<file path="src/rtl/sg_pkg.sv">
package sg_pkg;
  typedef enum logic [1:0] {
    SG_RUN     = 2'b00,
    SG_PEND    = 2'b01,
    SG_GRANT   = 2'b10,
    SG_CLKSTOP = 2'b11
  } sg_state_e;
endpackage

</file>
<file path="src/rtl/sg_ctrl_fsm.sv">
module sg_ctrl_fsm
  import sg_pkg::*;
(
  input  logic      clk,
  input  logic      rst,
  input  logic      stop_req_n,
  input  logic      insn_boundary,
  input  logic      bus_busy,
  input  logic      ack_any,
  input  logic      clk_halted,
  output sg_state_e state_q,
  output logic      launch,
  output logic      pend_next,
  output logic      core_clk_en_q
);
  sg_state_e state_d;

  always_comb begin
    state_d = state_q;
    launch  = 1'b0;
    case (state_q)
      SG_RUN: begin
        // recognition needs request, boundary and a free bus together
        if (!stop_req_n && insn_boundary && !bus_busy) begin
          launch  = 1'b1;
          state_d = SG_PEND;
        end
      end
      SG_PEND: begin
        if (ack_any) state_d = SG_GRANT;
      end
      SG_GRANT: begin
        if (stop_req_n)      state_d = SG_RUN;      // release wins
        else if (clk_halted) state_d = SG_CLKSTOP;
      end
      SG_CLKSTOP: begin
        if (!clk_halted) state_d = SG_GRANT;
      end
      default: state_d = SG_RUN;
    endcase
  end

  assign pend_next = (state_d == SG_PEND);

  always_ff @(posedge clk) begin
    if (rst) begin
      state_q       <= SG_RUN;
      core_clk_en_q <= 1'b1;
    end else begin
      state_q       <= state_d;
      core_clk_en_q <= (state_d == SG_RUN) || (state_d == SG_PEND);
    end
  end

  assert_pend_entry_R2: assert property (@(posedge clk) disable iff (rst)
    (state_q == SG_PEND && $past(state_q) == SG_RUN)
      |-> $past(!stop_req_n && insn_boundary && !bus_busy));

  assert_grant_needs_ack_R4: assert property (@(posedge clk) disable iff (rst)
    (state_q == SG_GRANT && $past(state_q) == SG_PEND) |-> $past(ack_any));

  assert_clock_gated_R5: assert property (@(posedge clk) disable iff (rst)
    (state_q == SG_GRANT || state_q == SG_CLKSTOP) |-> !core_clk_en_q);

  assert_clkstop_entry_R6: assert property (@(posedge clk) disable iff (rst)
    (state_q == SG_CLKSTOP) |-> $past(clk_halted));

  assert_clkstop_holds_R7: assert property (@(posedge clk) disable iff (rst)
    ($past(state_q) == SG_CLKSTOP && state_q == SG_RUN) |-> 1'b0);
endmodule

</file>
<file path="src/rtl/sg_bus_drive.sv">
module sg_bus_drive #(
  parameter int              ADDR_W  = 32,
  parameter int              BE_W    = 4,
  parameter logic [ADDR_W-1:0] SG_ADDR = 'h10,
  parameter logic [BE_W-1:0]   SG_BE   = 4'b1011
) (
  input  logic              clk,
  input  logic              rst,
  input  logic              launch,
  input  logic              pend_next,
  output logic              strobe_n,
  output logic              drive,
  output logic [ADDR_W-1:0] addr,
  output logic              mio,
  output logic              dc,
  output logic              wr,
  output logic [BE_W-1:0]   be_n
);
  localparam logic [BE_W-1:0] BE_IDLE = '1;

  always_ff @(posedge clk) begin
    if (rst) begin
      strobe_n <= 1'b1;
      drive    <= 1'b0;
      addr     <= '0;
      mio      <= 1'b0;
      dc       <= 1'b0;
      wr       <= 1'b0;
      be_n     <= BE_IDLE;
    end else begin
      strobe_n <= !launch;
      drive    <= pend_next;
      addr     <= pend_next ? SG_ADDR : '0;
      mio      <= 1'b0;
      dc       <= 1'b0;
      wr       <= pend_next;
      be_n     <= pend_next ? SG_BE : BE_IDLE;
    end
  end

  assert_strobe_single_R2: assert property (@(posedge clk) disable iff (rst)
    !strobe_n |=> strobe_n);

  assert_strobe_with_drive_R2: assert property (@(posedge clk) disable iff (rst)
    !strobe_n |-> drive);
endmodule

</file>
<file path="src/rtl/stopgrant_seq.sv">
module stopgrant_seq
  import sg_pkg::*;
#(
  parameter int ADDR_W = 32,
  parameter int BE_W   = 4
) (
  input  logic              clk,
  input  logic              rst,
  input  logic              stop_req_n,
  input  logic              insn_boundary,
  input  logic              bus_busy,
  input  logic              bus_ack_n,
  input  logic              burst_ack_n,
  input  logic              clk_halted,
  output logic [1:0]        state,
  output logic              core_clk_en,
  output logic              addr_strobe_n,
  output logic              cyc_drive,
  output logic [ADDR_W-1:0] addr,
  output logic              mem_io_sel,
  output logic              data_ctrl_sel,
  output logic              write_read_sel,
  output logic [BE_W-1:0]   byte_en_n
);
  localparam logic [ADDR_W-1:0] GRANT_ADDR = 'h10;
  localparam logic [BE_W-1:0]   GRANT_BE   = 4'b1011;

  sg_state_e st;
  logic      launch, pend_next, ack_any;

  assign ack_any = !bus_ack_n || !burst_ack_n;

  sg_ctrl_fsm u_fsm (
    .clk(clk), .rst(rst), .stop_req_n(stop_req_n),
    .insn_boundary(insn_boundary), .bus_busy(bus_busy),
    .ack_any(ack_any), .clk_halted(clk_halted),
    .state_q(st), .launch(launch), .pend_next(pend_next),
    .core_clk_en_q(core_clk_en)
  );

  sg_bus_drive #(
    .ADDR_W(ADDR_W), .BE_W(BE_W), .SG_ADDR(GRANT_ADDR), .SG_BE(GRANT_BE)
  ) u_bus (
    .clk(clk), .rst(rst), .launch(launch), .pend_next(pend_next),
    .strobe_n(addr_strobe_n), .drive(cyc_drive), .addr(addr),
    .mio(mem_io_sel), .dc(data_ctrl_sel), .wr(write_read_sel), .be_n(byte_en_n)
  );

  assign state = st;

  assert_pend_fields_R3: assert property (@(posedge clk) disable iff (rst)
    (st == SG_PEND) |-> (cyc_drive && addr == GRANT_ADDR && !mem_io_sel &&
                         !data_ctrl_sel && write_read_sel && byte_en_n == GRANT_BE));

  assert_drive_only_pend_R4: assert property (@(posedge clk) disable iff (rst)
    cyc_drive |-> (st == SG_PEND));

  assert_ack_ignored_R8: assert property (@(posedge clk) disable iff (rst)
    ($past(st) == SG_RUN && st != SG_RUN) |-> (st == SG_PEND));
endmodule

</file>
<file path="config.mk">
export PLATFORM = sky130hd
export DESIGN_NAME = stopgrant_seq
export DESIGN_NICKNAME = d
export VERILOG_FILES = /design/src/rtl/sg_pkg.sv /design/src/rtl/sg_ctrl_fsm.sv /design/src/rtl/sg_bus_drive.sv /design/src/rtl/stopgrant_seq.sv
export SDC_FILE = /design/constraint.sdc
export NUM_CORES = 1
export LEC_CHECK = 0
export ABC_AREA = 1
export BUFFER_PORTS_ARGS = -buffer_cell sky130_fd_sc_hd__buf_2
export CORE_MARGIN = 2
export CORE_UTILIZATION = 36
export CTS_CLUSTER_SIZE = 24
export DETAILED_ROUTE_END_ITERATION = 10
export GPL_TIMING_DRIVEN = 0
export PLACE_DENSITY_LB_ADDON = 0.2
export RECOVER_POWER = 25
export SYNTH_ARGS = -nofsm -noshare
export SYNTH_HDL_FRONTEND = slang
export SYNTH_SLANG_ARGS = --single-unit
</file>
<file path="constraint.sdc">
create_clock -name clk -period 1 [get_ports clk]
set_input_delay 0.15 -clock clk [delete_from_list [all_inputs] [get_ports clk]]
set_output_delay 0.15 -clock clk [all_outputs]
set_load 0.01 [all_outputs]
</file>
---- After elaboration in Yosys (flattened, before gate mapping) ----
Index checks and enable logic that the tools add are counted.
storage, ports and cells
  register bits ........................... 41
  input port bits ......................... 8
  word-level logic and storage cells ...... 31
  output and inout bits ................... 44
cells by class
  reductions and logical operators ........ 11
  muxes and demuxes ....................... 10
  eq/ne operators ......................... 4
operators by type and width
  operator              count
  $mux W2               5
  $pmux W2 S4           1
  $logic_not A1 Y1      5
  $mux W5               1
  $eq A2 B1 Y1 const B  2
  $eq A2 B2 Y1 const B  2
  $logic_not A2 Y1      2
  $mux W3               1
  $logic_and A1 B1 Y1   2
  $logic_or A1 B1 Y1    2
  $mux W1               2

---- Longest topological paths before layout ----
Gate-level depths: netlist of run 1.
  depth after elaboration ................. 7
  gate-level depth with buffers ........... 6
  depth with buffers taken out ............ 6

---- By module ----
A second synthesis of run 1 with hierarchy kept.
unflattened totals
  cell total of the unflattened synthesis .. 73
  area total of the unflattened synthesis .. 538.0 um^2
modules (own cells, without submodules)
  module         area an instance (um^2)  times used  cells an instance  seq. area each (um^2)
  sg_bus_drive   374.1                    1           48                 60.1
  sg_ctrl_fsm    160.2                    1           24                 60.1
  stopgrant_seq  3.8                      1           1                  0.0

---- Least setup slack after synthesis of run 1 ----
Ideal clock, no wire load.
  kind .................................... register to register
  start point ............................. register u_fsm.state_q[1]
  end point ............................... register u_fsm.core_clk_en_q
  setup slack ............................. 0.135 ns
  setup time .............................. 0.111 ns
  period minus slack after synthesis ...... 0.865 ns
  stages on the path, launching flop included .. 6
  data arrival time ....................... 0.754 ns
  cells stage by stage .................... dfxtp_1 inv_2 nand2_2 nand3_2 nor2_2 inv_2
on the way
  word-level cells in the longest chain between the ends .. 5
  elaborated cells on any way between the ends .. 13
  classes of those cells .................. eq/ne: 4; mux: 6; reduce/logical: 3
RTL lines
  element                                           line               text
  start, declared                                   sg_ctrl_fsm.sv:11  output sg_state_e state_q,
  start signal, assigned                            sg_ctrl_fsm.sv:50  state_q <= state_d;
  $mux W2                                           sg_ctrl_fsm.sv:34  else if (clk_halted) state_d = SG_CLKSTOP;
  $mux W2                                           sg_ctrl_fsm.sv:33  if (stop_req_n) state_d = SG_RUN;
  $pmux W2 S4 (*)                                   sg_ctrl_fsm.sv:21  case (state_q)
  $eq A2 B1 Y1 or $logic_not A2 Y1 (tied branches)  sg_ctrl_fsm.sv:51  core_clk_en_q <= (state_d == SG_RUN) || (state_d == SG_PEND);
  $logic_or A1 B1 Y1 (*)                            sg_ctrl_fsm.sv:51
  end signal, assigned                              sg_ctrl_fsm.sv:51
  end, declared                                     sg_ctrl_fsm.sv:14  output logic core_clk_en_q
Every way passes the cells marked *; elsewhere a longest branch is shown, timed or not.
A chain may end at the register's enable or synchronous reset.

==> flow_metrics.tcl, run 1 <==
set metrics [dict create \
    status "finished clean" \
    gp_congestion 0.648 \
    layout_common_cells "38 x buf_4, 36 x conb_1, 12 x buf_2" \
    ioPinCount 52 \
    grt_pass1_vias 336 \
    routedWlPerCell_um 5.53 \
    rsz0062_at_grt "no" \
    dp_hpwl_um 770 \
    setup_tns_ns 0 \
    final_common_cell "buf_4" \
    synth_top_area_share_pct 50.8 \
    final-setup-viol-count 0 \
    final_nets 138 \
    drt-initial-drc-count 0 \
    cts_tree "built" \
    num_vias 452 \
    antenna_found_initial 0 \
    yosys_warnings 0 \
    dieArea_mm2 0.00189 \
    clk_pin_slew_worst_paths_ns 0.04 \
    routed_wl_um 796 \
    cts_root_buffer "clkbuf_4" \
    arrival_ns 0.79 \
    area_growth_syn_to_layout_pct 43.2 \
    met2_usage_pct 18.2 \
    die_w_um 43.5 \
    whs_path_depth 2 \
    cts_made_buffers 3 \
    die_h_um 43.5 \
    finalCritPeriodShare_pct 94.0 \
    crit_type "flip-flop to primary output" \
    track_usage_pct 8.23 \
    portBuffers 15 \
    max_cap_viol_count 0 \
    yosys-top-cells-area "buf_4 51%, dfxtp_1 21%, nand2_2 4.5%, inv_1 4.0%, nand3_2 3.6%" \
    dp_cells 141 \
    syn_area_um2 562 \
    cts_sinks 6 \
    clock_latency_ns 0.23 \
    synth.avg_cell_area_um2 7.39 \
    drc 0 \
    reg2regPathDepth 5 \
    cp-start-kind "flip-flop" \
    ys_seq_elements 6 \
    instances_no_fill 144 \
    core_area_mm2 0.00149 \
    grt_max_degree 5 \
    yosysSeqAreaShare_pct 21.4 \
    antenna_cells 0 \
    slew_viol_final 0 \
    finClkSkew_ns 0.00154 \
    ctsLongestPathBuffers 2 \
    finalHoldViolations 0 \
    end_kind "primary output" \
    grt.busiest_layer "met2" \
    via_per_inst 3.14 \
    max_freq_ghz 1.06 \
    critPathRequiredTime_ns 0.85 \
    yosysTopAreaCell "buf_4" \
    postRouteAntennaNets 0 \
    fin_crit_ns 0.940 \
    start_util_pct 37.7 \
    h-tree-depth 1 \
    hold_class "input pin to flip-flop" \
    met1_usage_pct 7.40 \
    use_met3_pct 1.25 \
    firstDrtPassIters 1 \
    row_count 14 \
    drive_gt1_share_pct 51.6 \
    grt_pass1_wl_um 1240 \
    ir_drop_uv 470 \
    leakagePower_nw 0.532 \
    synth_cell_types 12 \
    synth_cells 76 \
    worstPathMaxFanout 3 \
    power_density_mw_per_mm2 863 \
    gr-total-overflow 0 \
]
## cell families after synthesis
logic type,count (synthesis),share of synthesized area (%)
buffers and inverters,47,56.8
AND/OR/NAND/NOR,21,20.5
flip-flops,6,21.4
other,2,1.34
## through the flow
stage | utilization (%) | instance area [um2] | hold WS, ns | total power, mW | worst slack, ns
floorplan | - | 689 | 0.222 | 0.454 | 0.135
global placement | 52.7 | 785 | 0.353 | 0.483 | 0.134
detailed placement | 52.7 | 785 | 0.359 | 0.485 | 0.108
CTS | 54.2 | 807 | 0.112 | 0.699 | 0.0456
global route | 54.0 | 805 | 0.124 | 0.745 | 0.0194
finish | 54.0 | 805 | 0.113 | 0.694 | 0.0597
## registers in the layout, summed over array words and instances, names as in the netlist
register	count
u_bus.be_n	1
u_bus.strobe_n	1
u_fsm.state_q	2
u_fsm.core_clk_en_q	1
u_bus.addr	1
## path summary, 6_finish.rpt
check	start	to	slack [ns]
setup / recovery	u_bus.addr[4]	write_read_sel	0.06
hold / removal	rst	u_fsm.state_q[0]	0.11
setup reg to reg	u_fsm.state_q[1]	u_fsm.state_q[0]	0.11
hold reg to reg	u_fsm.state_q[0]	u_bus.be_n[2]	0.65
## layer usage
| metal | part of all wire, % | up-vias |
|---|---|---|
| li1 | - | 256 |
| met1 | 30 | 173 |
| met2 | 59 | 23 |
| met3 | 11 | 0 |
| met4 | 0 | 0 |
| met5 | 0 | - |
## layout make-up
class / instances / area, um2
Clock buffer: 3 / 22.5
Inverter: 9 / 33.8
Timing Repair Buffer: 15 / 71.3
Fill cell: 157 / 684
Sequential cell: 6 / 121
Tap cell: 16 / 20.0
Multi-Input combinational cell: 57 / 250
Buffer: 38 / 285
## cell usage after synthesis
cell type   n
nand2_1     4
nand3_1     3
buf_4      38
conb_1      2
inv_2       3
nor2_2      3
inv_1       6
nand4_1     1
nand3_2     2
nor2_1      4
nand2_2     4
dfxtp_1     6
## worst max-delay path, stage by stage (launching register included)
cell,delay (ns)
dfxtp_2,0.31
buf_4,0.12
buf_2,0.13
## power by group
| group | switching, mW | leakage [nW] | internal (mW) | total [mW] |
|---|---|---|---|---|
| combinational | 0.114 | 0.469 | 0.121 | 0.234 |
| clock | 0.0738 | 0.0138 | 0.135 | 0.209 |
| sequential | 0.00411 | 0.0493 | 0.247 | 0.251 |
## timing repair
action,in CTS,in global routing
setup endpoints to repair,0,1
gates resized for setup,0,1
hold endpoints to repair,0,0
hold buffers,0,0
buffers inserted,0,0
(Power assumes the default switching activity.)
==> run 2, diff against run 1 <==
--- a/config.mk
+++ b/config.mk
@@ -5,10 +5,9 @@
 export SDC_FILE = /design/constraint.sdc
 export NUM_CORES = 1
 export LEC_CHECK = 0
-export ABC_AREA = 1
 export BUFFER_PORTS_ARGS = -buffer_cell sky130_fd_sc_hd__buf_2
 export CORE_MARGIN = 2
-export CORE_UTILIZATION = 36
+export CORE_UTILIZATION = 34
 export CTS_CLUSTER_SIZE = 24
 export DETAILED_ROUTE_END_ITERATION = 10
 export GPL_TIMING_DRIVEN = 0
==> run 2 against run 1 <==
The flow now finishes with violations (negative setup slack). Non-clock buffer count rose by 2. Register-to-register slack got worse by 0.19 ns. Final cell count fell by 10%. Sequential power rose by 7%. Count of clock-buffer cells in the layout did not move. Core utilization rose by 5.6 points. Routed wire length rose by 13%. Sequential share of layout area rose by 0.62 points. Maximum frequency fell by 14%. Flip-flop and latch count did not move. Design area did not move. Critical path type is now input pin to flip-flop. Largest cell class unchanged. Largest power group is now combinational cells.
==> flow_metrics.tcl, run 2 <==
set metrics [dict create \
    status "finished, violations left" \
    violations "negative setup slack" \
    p_clk_share_pct 27.2 \
    ir_drop_uv 410 \
    async_reset_ff_share_pct 0 \
    cts_sinks 6 \
    power_density_mw_per_mm2 953 \
    end_kind "flip-flop" \
    die_h_um 42.7 \
    gr-total-overflow 0 \
    ys_seq_elements 6 \
    synth_cell_types 16 \
    final_util_pct 59.6 \
    yosys-top-cells-count "38 x buf_4, 6 x dfxtp_1, 2 x conb_1, 2 x nor2_1" \
    antenna_cells 0 \
    critPathRequiredTime_ns 1.11 \
    clk_pin_slew_worst_paths_ns 0.04 \
    yosys-top-cells-area "buf_4 56%, dfxtp_1 24%, mux2_2 2.2%, or3b_4 2.2%, a221oi_1 1.7%" \
    h-tree-depth 1 \
    seqPwrFrac_pct 35.1 \
    syn_area_um2 508 \
    antenna_found_initial 0 \
    worstPathMaxFanout 2 \
    portBuffers 15 \
    grt_pass1_wl_um 1390 \
    die_w_um 42.7 \
    cts_tree "built" \
    combPwrFrac_pct 37.7 \
    row_count 13 \
    final_nets 124 \
    cts_root_buffer "clkbuf_4" \
    area_growth_syn_to_layout_pct 58.4 \
    max_freq_ghz 0.912 \
    yosys_warnings 0 \
    drive_gt1_share_pct 56.1 \
    cp-start-kind "input pin" \
    hold_ws_ns 0.152 \
    slew_viol_final 0 \
    drc 0 \
    firstDrtPassIters 2 \
    cts_made_buffers 3 \
    dp_hpwl_um 753 \
    ioPinCount 52 \
    yosysTopAreaCell "buf_4" \
    synth_cells 60 \
    largest_register_ffs 2 \
    finClkSkew_ns 0.00291 \
    via_per_inst 3.20 \
    clock_latency_ns 0.23 \
    crit_type "input pin to flip-flop" \
    synth.avg_cell_area_um2 8.47 \
    grt_pass1_vias 356 \
    synth_top_area_share_pct 56.2 \
    drt-initial-drc-count 1 \
    rsz0062_at_grt "yes" \
    dieArea_mm2 0.00182 \
    finalHoldViolations 0 \
    reg2reg_slack_ns -0.08 \
    p_int_mw 0.552 \
    routed_wl_um 900 \
    power.switching_mw 0.215 \
    final_common_cell "buf_4" \
    postRouteAntennaNets 0 \
    layout_common_cells "39 x buf_4, 36 x conb_1, 12 x buf_2" \
    start_util_pct 37.6 \
    top_register "u_fsm.state_q" \
    swShare_pct 28.1 \
    arrival_ns 1.21 \
    grt_max_degree 9 \
    num_vias 413 \
    finalCritPeriodShare_pct 110 \
    ys.flop_type "dfxtp_1" \
    gp_congestion 0.631 \
    layout_setup_ws_ns -0.0967 \
    ctsLongestPathBuffers 2 \
    hold_class "input pin to flip-flop" \
    fin_crit_ns 1.10 \
    final-setup-viol-count 5 \
    core_area_mm2 0.00135 \
    yosysSeqAreaShare_pct 23.6 \
    routedWlPerCell_um 6.98 \
    yosysMostFrequentCell "buf_4" \
    track_usage_pct 10.3 \
    synth_edf_count 0 \
    leakagePower_nw 0.498 \
    max_cap_viol_count 0 \
]
[run 2: timing repair]
| action | CTS | global route |
|---|---|---|
| gates resized for setup | 6 | 1 |
| hold buffers | 0 | 0 |
| pin swaps | 2 | 0 |
| buffers inserted | 2 | 0 |
| endpoints found under the setup margin | 3 | 8 |
[run 2: area by class of cell]
type | instances | area [um2]
fillers | 134 | 546
plain buffers | 38 | 285
multi-input cells | 50 | 245
flip-flops and latches | 6 | 126
repair buffers | 17 | 106
clock buffers | 3 | 22.5
well taps | 15 | 18.8
[run 2: worst paths after layout]
kind              cells past startpoint               end             start
setup / recovery                      4     u_bus.be_n[2]          bus_busy
hold / removal                        2  u_fsm.state_q[0]               rst
setup reg to reg                      2     u_bus.be_n[2]  u_fsm.state_q[0]
hold reg to reg                       1     u_bus.addr[4]  u_fsm.state_q[1]
[run 2: power by group through the flow]
| stage | logic, mW | registers, mW | clock network [mW] |
|---|---|---|---|
| 2_1_floorplan | 0.201 | 0.279 | 0 |
| 5_1_grt | 0.315 | 0.271 | 0.246 |
| 4_1_cts | 0.285 | 0.268 | 0.219 |
| 3_5_place_dp | 0.247 | 0.273 | 0 |
| 3_3_place_gp | 0.243 | 0.272 | 0 |
| 6_report | 0.289 | 0.269 | 0.209 |
[run 2: layer usage]
| metal | global-route usage, % | share of wire (%) | routed length [um] |
|---|---|---|---|
| met5 | 0 | 0 | 0 |
| met1 | 10.1 | 31 | 282 |
| met2 | 18.2 | 55 | 492 |
| met3 | 2.98 | 13 | 115 |
| met4 | 7.50 | 1.1 | 10 |
[run 2: cell families after synthesis]
kind of cell           synth area share [%]
buffers and inverters                  56.2
and+or+nand+nor                        11.8
AOI/OAI and AO/OA                      4.68
muxes                                  2.22
DFF                                    23.6
other                                  1.48
[run 2: worst max-delay path, stage by stage]
cell    delay, ns
buf_6        0.09
or3b_4       0.38
mux2_4       0.28
or3_1        0.30
[run 2: per-stage QoR]
step,power (mW),worst slack [ns],instances,area [um2],setup TNS [ns]
5_1_grt,0.831,-0.107,129,805,-0.417
6_report,0.767,-0.0967,129,805,-0.239
3_5_place_dp,0.520,-0.357,124,731,-0.705
3_3_place_gp,0.516,-0.342,124,731,-0.630
2_1_floorplan,0.480,-0.207,94,637,-0.248
4_1_cts,0.772,-0.0867,129,806,-0.234
==> run 3, diff against run 2 <==
--- a/config.mk
+++ b/config.mk
@@ -13,6 +13,7 @@
 export GPL_TIMING_DRIVEN = 0
 export PLACE_DENSITY_LB_ADDON = 0.2
 export RECOVER_POWER = 25
+export SKIP_CTS_REPAIR_TIMING = 1
 export SYNTH_ARGS = -nofsm -noshare
 export SYNTH_HDL_FRONTEND = slang
 export SYNTH_SLANG_ARGS = --single-unit
==> run 3 against run 2 <==
The run still ends with negative setup slack left. Worst setup slack worse by 0.0075 ns. Count of clock-buffer cells in the layout stayed put. Routed wire length is 0.44% higher. Combinational power is 6% lower. Critical path type unchanged. Largest cell class unchanged. Highest routed layer unchanged.
==> flow_metrics.tcl, run 3 (same netlist as run 2, synthesis figures left out) <==
set metrics [dict create \
    status "finished, violations left" \
    violations "negative setup slack" \
    area_growth_syn_to_layout_pct 53.9 \
    post-place-ws_ns -0.357 \
    power_density_mw_per_mm2 957 \
    worstPathMaxFanout 3 \
    finClkSkew_ns 0.00255 \
    gp_congestion 0.631 \
    fin_crit_ns 1.10 \
    track_usage_pct 9.89 \
    cts_root_buffer "clkbuf_4" \
    ioPinCount 52 \
    final_nets 123 \
    dp_hpwl_um 753 \
    hold_ws_ns 0.150 \
    ir_drop_uv 410 \
    die_w_um 42.7 \
    cp-start-kind "input pin" \
    row_count 13 \
    hold_end "u_fsm.state_q[1]" \
    reg2reg_slack_ns -0.08 \
    firstDrtPassIters 3 \
    max_freq_ghz 0.906 \
    gr-total-overflow 0 \
    drive_gt1_share_pct 54.0 \
    core_area_mm2 0.00135 \
    max_cap_viol_count 0 \
    final_util_pct 57.9 \
    worstHoldStart "rst" \
    layout_setup_ws_ns -0.104 \
    cts_made_buffers 3 \
    num_vias 411 \
    slew_viol_final 0 \
    leakagePower_nw 0.491 \
    via_per_inst 3.21 \
    finalCritPeriodShare_pct 110 \
    ctsLongestPathBuffers 2 \
    crit_type "input pin to flip-flop" \
    antenna_cells 0 \
    grt_pass1_vias 347 \
    setup_tns_ns -0.165 \
    layout_common_cells "39 x buf_4, 36 x conb_1, 11 x buf_2" \
    end_kind "flip-flop" \
    routed_wl_um 904 \
    clock_latency_ns 0.23 \
    cts_tree "built" \
    postRouteAntennaNets 0 \
    die_h_um 42.7 \
    dieArea_mm2 0.00182 \
    finalHoldViolations 0 \
    clk_pin_slew_worst_paths_ns 0.04 \
    drc 0 \
    portBuffers 15 \
    largest_register_ffs 2 \
    routedWlPerCell_um 7.06 \
    reg2regPathDepth 2 \
    hold_class "input pin to flip-flop" \
    final_common_cell "buf_4" \
    antenna_found_initial 0 \
    power_mw 0.748 \
    drt-initial-drc-count 1 \
    h-tree-depth 1 \
    grt_pass1_wl_um 1340 \
    grt_max_degree 9 \
    whs_path_depth 2 \
    rsz0062_at_grt "yes" \
    start_util_pct 37.6 \
    reg2reg_to "u_bus.be_n[2]" \
    final-setup-viol-count 3 \
    critPathRequiredTime_ns 1.11 \
    arrival_ns 1.22 \
    rr_startpoint "u_fsm.state_q[0]" \
    cts_sinks 6 \
    top_register "u_fsm.state_q" \
]
-- run 3: changes by cell type in the layout (fill, tap and decap cells not counted), sizes merged --
cell,before,now
buf,53,52
-- run 3: stage by stage --
step                      cells  cell area, um2
after CTS                   127             753
after floorplan              94             637
after global routing        128             782
after detailed placement    124             731
final                       128             782
after global placement      124             731
-- run 3: how the worst max path moves through the flow --
stage                  endpoint              from  slack [ns]
2_1_floorplan     u_bus.be_n[2]        stop_req_n       -0.21
3_3_place_gp      u_bus.be_n[2]        stop_req_n       -0.34
3_5_place_dp      u_bus.be_n[2]        stop_req_n       -0.36
4_1_cts           u_bus.be_n[2]  u_fsm.state_q[0]       -0.16
5_1_grt        u_fsm.state_q[0]  u_fsm.state_q[0]       -0.12
6_report          u_bus.be_n[2]          bus_busy       -0.10
-- run 3: routing by layer --
layer  vias to the layer above  share of wire [%]  global-route usage (%)
met5                         -                  0                       0
met4                         0                1.1                    7.50
met3                         2                 13                    2.98
met2                        30                 55                    17.9
met1                       154                 30                    9.04
li1                        225                  -                       -
-- run 3: worst max-delay path, stage by stage --
cell	delay, ns
buf_6	0.09
or3b_4	0.40
mux2_4	0.28
or3_1	0.30
-- run 3: where the power goes --
part           switching [mW]  internal (mW)
clock network          0.0734          0.135
registers              0.0130          0.255
logic                   0.122          0.150
-- run 3: area by class of cell --
type / count / area [um2]
flip-flops and latches: 6 / 129
clock buffers: 3 / 22.5
multi-input cells: 50 / 234
fillers: 139 / 568
plain buffers: 38 / 285
repair buffers: 16 / 92.6
well taps: 15 / 18.8
